===== src/rtl/xpt_pkg.sv =====
package xpt_pkg;

  typedef enum logic [2:0] {
    OP_SELECT,
    OP_DISABLE,
    OP_NOP,
    OP_FORCE,
    OP_SOFT
  } op_e;

  // Classify a parallel command: the low 2**sel_w codes pick an input,
  // the next code disables, the top code is the conditional latch and the
  // four codes beneath it force a transfer.
  function automatic op_e decode_op(input int unsigned code, input int unsigned sel_w);
    int unsigned lim;
    op_e         op;
    lim = (32'd1 << (sel_w + 1)) - 1;
    if (code < (32'd1 << sel_w))       op = OP_SELECT;
    else if (code == (32'd1 << sel_w)) op = OP_DISABLE;
    else if (code == lim)              op = OP_SOFT;
    else if (code >= lim - 4)          op = OP_FORCE;
    else                               op = OP_NOP;
    return op;
  endfunction

  function automatic int unsigned chain_len(input int unsigned n_out, input int unsigned sel_w);
    return n_out * (sel_w + 1);
  endfunction

endpackage


===== src/rtl/xpt_rise.sv =====
module xpt_rise #(
  parameter int W = 2
) (
  input  logic         clk,
  input  logic         rst_n,
  input  logic [W-1:0] sig_i,
  output logic [W-1:0] rise_o
);
  logic [W-1:0] prev_q;

  always_ff @(posedge clk or negedge rst_n) begin
    if (!rst_n) prev_q <= '0;
    else        prev_q <= sig_i;
  end

  assign rise_o = sig_i & ~prev_q;
endmodule


===== src/rtl/xpt_rank1.sv =====
module xpt_rank1 import xpt_pkg::*; #(
  parameter int  N_OUT = 8,
  parameter int  SEL_W = 3,
  localparam int EW    = SEL_W + 1,
  localparam int CW    = SEL_W + 1,
  localparam int AW    = $clog2(N_OUT),
  localparam int CL    = N_OUT * EW
) (
  input  logic          clk,
  input  logic          rst_n,
  input  logic          wr_rise_i,
  input  logic          ser_mode_i,
  input  op_e           op_i,
  input  logic [CW-1:0] code_i,
  input  logic [AW-1:0] addr_i,
  output logic [CL-1:0] chain_o
);
  logic [CL-1:0] chain_q;
  logic [CL-1:0] chain_d;

  always_comb begin
    chain_d = chain_q;
    if (wr_rise_i) begin
      if (ser_mode_i) begin
        chain_d = {chain_q[CL-2:0], code_i[0]};
      end else begin
        for (int e = 0; e < N_OUT; e++) begin
          if (addr_i == AW'(e)) begin
            if (op_i == OP_SELECT)
              chain_d[e*EW +: EW] = {1'b1, code_i[SEL_W-1:0]};
            else if (op_i == OP_DISABLE)
              chain_d[e*EW + SEL_W] = 1'b0;
          end
        end
      end
    end
  end

  always_ff @(posedge clk or negedge rst_n) begin
    if (!rst_n) chain_q <= '0;
    else        chain_q <= chain_d;
  end

  assign chain_o = chain_q;
endmodule


===== src/rtl/xpt_rank2.sv =====
module xpt_rank2 #(
  parameter int CL = 32
) (
  input  logic          clk,
  input  logic          rst_n,
  input  logic          edge_mode_i,
  input  logic          latch_i,
  input  logic          latch_rise_i,
  input  logic          force_i,
  input  logic          soft_i,
  input  logic [CL-1:0] chain_i,
  output logic [CL-1:0] hold_o,
  output logic          xfer_o
);
  logic [CL-1:0] hold_q;
  logic          strobe_xfer;

  assign strobe_xfer = edge_mode_i ? latch_rise_i : ~latch_i;
  assign xfer_o      = strobe_xfer | force_i | (soft_i & latch_i);

  always_ff @(posedge clk or negedge rst_n) begin
    if (!rst_n)      hold_q <= '0;
    else if (xfer_o) hold_q <= chain_i;
  end

  assign hold_o = hold_q;
endmodule


===== src/rtl/xpt_ctrl.sv =====
module xpt_ctrl import xpt_pkg::*; #(
  parameter int  N_OUT = 8,
  parameter int  SEL_W = 3,
  localparam int AW    = $clog2(N_OUT),
  localparam int CW    = SEL_W + 1
) (
  input  logic                   clk,
  input  logic                   rst_n,
  input  logic                   ser_mode_i,
  input  logic                   edge_mode_i,
  input  logic                   wr_i,
  input  logic                   latch_i,
  input  logic [CW-1:0]          cfg_d_i,
  input  logic [AW-1:0]          addr_i,
  output logic [N_OUT-1:0]       en_o,
  output logic [N_OUT*SEL_W-1:0] sel_o,
  output logic                   ser_out_o
);
  localparam int EW = SEL_W + 1;
  localparam int CL = chain_len(N_OUT, SEL_W);

  logic [1:0]    rise;
  logic          wr_rise;
  logic          latch_rise;
  op_e           op;
  logic          force_xfer;
  logic          soft_xfer;
  logic          xfer;
  logic [CL-1:0] chain_q;
  logic [CL-1:0] hold_q;

  xpt_rise #(.W(2)) u_rise (
    .clk    (clk),
    .rst_n  (rst_n),
    .sig_i  ({latch_i, wr_i}),
    .rise_o (rise)
  );
  assign wr_rise    = rise[0];
  assign latch_rise = rise[1];

  always_comb op = decode_op(32'(cfg_d_i), SEL_W);

  assign force_xfer = wr_rise & ~ser_mode_i & (op == OP_FORCE);
  assign soft_xfer  = wr_rise & ~ser_mode_i & (op == OP_SOFT);

  xpt_rank1 #(.N_OUT(N_OUT), .SEL_W(SEL_W)) u_rank1 (
    .clk        (clk),
    .rst_n      (rst_n),
    .wr_rise_i  (wr_rise),
    .ser_mode_i (ser_mode_i),
    .op_i       (op),
    .code_i     (cfg_d_i),
    .addr_i     (addr_i),
    .chain_o    (chain_q)
  );

  xpt_rank2 #(.CL(CL)) u_rank2 (
    .clk          (clk),
    .rst_n        (rst_n),
    .edge_mode_i  (edge_mode_i),
    .latch_i      (latch_i),
    .latch_rise_i (latch_rise),
    .force_i      (force_xfer),
    .soft_i       (soft_xfer),
    .chain_i      (chain_q),
    .hold_o       (hold_q),
    .xfer_o       (xfer)
  );

  for (genvar e = 0; e < N_OUT; e++) begin : g_out
    assign en_o[e]                 = hold_q[e*EW + SEL_W];
    assign sel_o[e*SEL_W +: SEL_W] = hold_q[e*EW +: SEL_W];
  end

  assign ser_out_o = chain_q[CL-1];
endmodule


===== config.mk =====
export PLATFORM = sky130hd
export DESIGN_NAME = xpt_ctrl
export DESIGN_NICKNAME = d
export VERILOG_FILES = /design/src/rtl/xpt_pkg.sv /design/src/rtl/xpt_rise.sv /design/src/rtl/xpt_rank1.sv /design/src/rtl/xpt_rank2.sv /design/src/rtl/xpt_ctrl.sv
export SDC_FILE = /design/constraint.sdc
export NUM_CORES = 1
export LEC_CHECK = 0
export CORE_MARGIN = 3
export CORE_UTILIZATION = 35
export DETAILED_ROUTE_END_ITERATION = 8
export GPL_TIMING_DRIVEN = 0
export PLACE_DENSITY = 0.58
export SLEW_MARGIN = 20
export SYNTH_ARGS = -nofsm -noshare
export SYNTH_HDL_FRONTEND = slang
export SYNTH_SLANG_ARGS = --single-unit

===== constraint.sdc =====
create_clock -name clk -period 1.65 [get_ports clk]
set_input_delay 0.33 -clock clk [delete_from_list [all_inputs] [get_ports clk]]
set_output_delay 0.33 -clock clk [all_outputs]
set_load 0.01 [all_outputs]

==> results_tabular.tex <==
\begin{tabular}{lr}
\hline
Metric & Value \\
\hline
\multicolumn{2}{l}{\textbf{Run status}} \\
Run status & completed \\
\multicolumn{2}{l}{\textbf{Hold path}} \\
Hold Crit Depth & 1 \\
Min-delay src & wr\_i \\
Worst Hold End & u\_rise.prev\_q[0] \\
Worst min-delay path category & in2reg \\
\multicolumn{2}{l}{\textbf{Detailed routing}} \\
Vias per Instance & just over 5 \\
Final routed wire length divided by cell count & 16.1 um \\
DRC violation count after routing & 0 \\
Wire length reported by the detailed router & between 6000 and 7000 um \\
Pre-antenna DRT Iters & 4 \\
Total via count in the routed design & $\sim$2.1k \\
DR iter-0 viols & $\sim$100 \\
Number of nets still failing antenna checks after routing & 0 \\
\multicolumn{2}{l}{\textbf{Power and ir drop}} \\
Leakage power of the design & 1.85 nW \\
Power Dens Cells & between 1000 and 1500 mW/mm\^{}2 \\
Peak supply drop & around 470 uV \\
\multicolumn{2}{l}{\textbf{Timing}} \\
Pins Over Slew Limit & 0 \\
Pin slew with the least headroom to its limit & 0.692 ns \\
Top achievable clock speed & about 610 MHz \\
Period utilization & between 90\% and 100\% \\
Final critical path time including I/O delays and setup & 1.64 ns \\
Worst relative slew slack & 53.5\% \\
Tightest hold margin & about 0.25 ns \\
Final Hold Viols & 0 \\
Unrepaired setup endpoints after global routing & yes \\
Fin Clk Skew & $\sim$0.008 ns \\
Number of setup violations in the final report & 0 \\
\multicolumn{2}{l}{\textbf{Die}} \\
DIE HEIGHT & between 90 and 100 um \\
IO Count & 46 \\
Initial core utilization & a little over a third \\
Number of standard-cell rows in the floorplan & 33 \\
Floorplan die area & 0.00985 mm\^{}2 \\
Area of the core & roughly 0.0083 mm\^{}2 \\
X dimension of the die & $\sim$99 um \\
\multicolumn{2}{l}{\textbf{Logic synthesis}} \\
Number of synthesized flops with an enable pin & 0 \\
Top-count cell post-synth & sky130\_fd\_sc\_hd\_\_dfrtp\_1 \\
Distinct cells, synth & 29 \\
Synth top cells by count & sky130\_fd\_sc\_hd\_\_dfrtp\_1 (66), sky130\_fd\_sc\_hd\_\_a21oi\_1 (39), sky130\_fd\_sc\_hd\_\_mux2\_4 (30), sky130\_fd\_sc\_hd\_\_inv\_1 (14), sky130\_fd\_sc\_hd\_\_o21ai\_0 (14) \\
Share of Yosys cell area claimed by the top area cell type & between 50\% and 60\% \\
Basic-gate share of the synthesized area counting and, or, nand and nor cells & 6.29\% \\
Synthesized netlist net count & 262 \\
Proportion of synthesized chip area in sequential cells & between 50\% and 60\% \\
Top flip-flop cell by instance count after synthesis & sky130\_fd\_sc\_hd\_\_dfrtp\_1 \\
Area of the mapped netlist & 0.00304 mm\^{}2 \\
Largest cells by area after synthesis & sky130\_fd\_sc\_hd\_\_dfrtp\_1 (54\%), sky130\_fd\_sc\_hd\_\_mux2\_4 (15\%), sky130\_fd\_sc\_hd\_\_a21oi\_1 (6.4\%), sky130\_fd\_sc\_hd\_\_mux2i\_1 (3.6\%), sky130\_fd\_sc\_hd\_\_o21ai\_0 (2.3\%) \\
Number of register bits inferred by synthesis & 66 \\
Share of synthesized area spent on multiplexers & between 10\% and 20\% \\
Top cell type by total area after synthesis & sky130\_fd\_sc\_hd\_\_dfrtp\_1 \\
Post-synthesis cell count & around 250 \\
Synthesized-area fraction occupied by adder cells & 0\% \\
Fraction of registers with async set or reset after synthesis & between 90\% and 100\% \\
Largest family of logic cells by synthesized area & multiplexers \\
Synth Area in Compound Gates & between 10 and 15\% \\
Synth warn & 0 \\
Mean cell area of the mapped netlist & around 12 um\^{}2 \\
XOR/XNOR Fraction of Synth Area & 0\% \\
\multicolumn{2}{l}{\textbf{Worst setup path}} \\
Beginning of the worst register-to-register path & u\_rise.prev\_q[0] \\
Endpoint type of the worst setup path & flip-flop \\
Destination of the worst register-to-register timing path & u\_rank2.hold\_o[27] \\
Most used cell along the critical path & sky130\_fd\_sc\_hd\_\_buf\_12 \\
Slowest CP cell & sky130\_fd\_sc\_hd\_\_clkdlybuf4s50\_1 \\
Arrival time of data at the critical path endpoint & roughly 1.9 ns \\
Worst path max stage delay & roughly 0.56 ns \\
Required arrival time at the worst endpoint & approximately 1.9 ns \\
Worst setup SP type & primary input \\
Kind of critical path & in2reg \\
CP cell instances & clkdlybuf4s50\_1, a21oi\_2, nor3b\_4, o21ai\_4, buf\_12, buf\_12, mux2\_4 \\
Biggest fanout along the worst timing path & 10 \\
CP Launch Point & cfg\_d\_i[2] \\
Worst reg-to-reg path cell count & 7 \\
Reg2Reg Setup Slack & about 0.04 ns \\
\multicolumn{2}{l}{\textbf{Placement}} \\
Post-DP HPWL & approximately 4500 um \\
Cell count after placement & a little under 400 \\
Number of port buffers & 42 \\
RD Place Congestion & 0.795 \\
\multicolumn{2}{l}{\textbf{Layout}} \\
Number of nets in the finished design & between 300 and 400 \\
Count of non-filler cells in the finished layout & 416 \\
Share of the core filled with cells & between 40 and 50\% \\
Area of the multi-input gates & $\sim$0.0013 mm\^{}2 \\
Layout filler cell count & 787 \\
Share of final-layout standard cells stronger than drive strength 1 & a little under a quarter \\
Area overhead of the layout relative to synthesis & 28.9\% \\
Count of antenna diodes in the layout & 0 \\
Sequential Area & around 0.0017 mm\^{}2 \\
\multicolumn{2}{l}{\textbf{CTS}} \\
Number of buffers created by CTS & 9 \\
Post-CTS clock slew at the launch and capture registers of the worst setup and hold paths & around 0.070 ns \\
TritonCTS clock tree & yes \\
Count of H-tree levels built during CTS & 3 \\
Master cell of the clock root buffer & sky130\_fd\_sc\_hd\_\_clkbuf\_8 \\
Maximum root-to-sink buffer count & 2 \\
Clock latency at the later pin of the worst-skew pair & between 0.3 and 0.4 ns \\
Number of clock sinks seen by CTS & 66 \\
\multicolumn{2}{l}{\textbf{Global routing}} \\
Initial antenna violation count & 0 \\
Pin count of the biggest net entering global routing & 56 \\
Overflow left after global routing & 0 \\
Number of global-route vias before repair & between 2k and 2.5k \\
Global-route wire length before repair & around 11000 um \\
Global-route total usage across every layer & between 10\% and 20\% \\
\multicolumn{2}{l}{\textbf{Flow run}} \\
Number of max-capacitance violations reported & 0 \\
\hline
\end{tabular}
-- sequential cells by signal (all words and copies together), names as in the netlist --
name and count:
u_rise.prev_q 2, u_rank2.hold_o 32, u_rank1.chain_o 32
-- metrics by stage --
step	instance area (um^2)	setup TNS (ns)	setup slack, ns	power, mW
2_1_floorplan	3040	0	0.109	3.33
3_3_place_gp	3600	-157.21	-1.99	4.15
3_5_place_dp	3620	-26.82	-0.506	4.19
4_1_cts	3860	0	0.0116	5.42
5_1_grt	3920	-0.296	-0.0215	5.70
6_report	3920	0	0.00786	5.37
-- worst max path at each step --
stage | endpoint | depth (start not counted)
after CTS | u_rank2.hold_o[16] | 7
after global routing | u_rank2.hold_o[27] | 7
after global placement | u_rank2.hold_o[21] | 1
after detailed placement | u_rank2.hold_o[3] | 7
after floorplan | u_rank2.hold_o[0] | 6
final | u_rank2.hold_o[27] | 7
-- critical path: cells and delay by family --
| family | cells | cell delay (ns) |
|---|---|---|
| buf+inv | 3 | 0.85 |
| mux | 1 | 0.29 |
| simple gates | 1 | 0.23 |
| compound gates | 2 | 0.15 |
-- report_power, final --
part / switching [mW] / leakage, nW / internal, mW
sequential: 0.342 / 0.813 / 2.11
combinational: 0.622 / 0.954 / 1.11
clock: 0.581 / 0.0815 / 0.605
total: 1.55 / 1.85 / 3.83
-- metal layers --
metal | GRT usage, % | part of all wire, % | vias to the layer above
met5 | 0 | 0 | -
met4 | 6.09 | 2.4 | 0
met3 | 4.14 | 5.7 | 15
met2 | 20.7 | 45 | 63
met1 | 20.6 | 47 | 1026
li1 | - | - | 1014
-- layout make-up --
class,instances,area share [%]
Sequential cell,66,42.1
Multi-Input combinational cell,153,32.5
Timing Repair Buffer,49,13.4
Clock buffer,13,4.05
Tap cell,105,3.35
Buffer,16,3.29
Inverter,14,1.34
-- cell families after synthesis --
logic type,after synthesis
AO/OA/AOI/OAI,76
flip-flops,66
multiplexers,44
AND/OR/NAND/NOR,33
buffers and inverters,30
-- what timing repair did --
item                                    CTS  global route
endpoints found under the hold margin    11             0
buffers inserted                          4             1
hold buffers                              1             0
endpoints found under the setup margin   48            39
gates cloned                              0             1
resized for setup                        12            11
pin swaps                                 1             0
-- cells in the final DEF, fill, tap and decap left out, types with 3 or more instances in the layout --
cell type                         netlist  final
sky130_fd_sc_hd__clkbuf_8               0     11
sky130_fd_sc_hd__o21ai_1                2      4
sky130_fd_sc_hd__buf_12                 0      4
sky130_fd_sc_hd__mux2_2                 3      3
sky130_fd_sc_hd__nand2_1                9      9
sky130_fd_sc_hd__nor2_1                 5      4
sky130_fd_sc_hd__inv_1                 14     14
sky130_fd_sc_hd__clkdlybuf4s50_1        0     34
sky130_fd_sc_hd__mux2i_1               11     11
sky130_fd_sc_hd__nor3b_1                3      3
sky130_fd_sc_hd__o21ai_0               14     12
sky130_fd_sc_hd__o41ai_1                8      7
sky130_fd_sc_hd__buf_2                  6      6
sky130_fd_sc_hd__o31ai_1                8      7
sky130_fd_sc_hd__dlymetal6s2s_1         0      3
sky130_fd_sc_hd__buf_4                  1      5
sky130_fd_sc_hd__nor3_1                 5      4
sky130_fd_sc_hd__a21oi_1               39     38
sky130_fd_sc_hd__mux2_4                30     30
sky130_fd_sc_hd__clkbuf_1               5      6
sky130_fd_sc_hd__dlygate4sd2_1          0      4
sky130_fd_sc_hd__o211ai_1               3      3
sky130_fd_sc_hd__dfrtp_1               66     66
sky130_fd_sc_hd__nor2b_1                4      4
No activity file was read; power rests on OpenSTA's default activity.
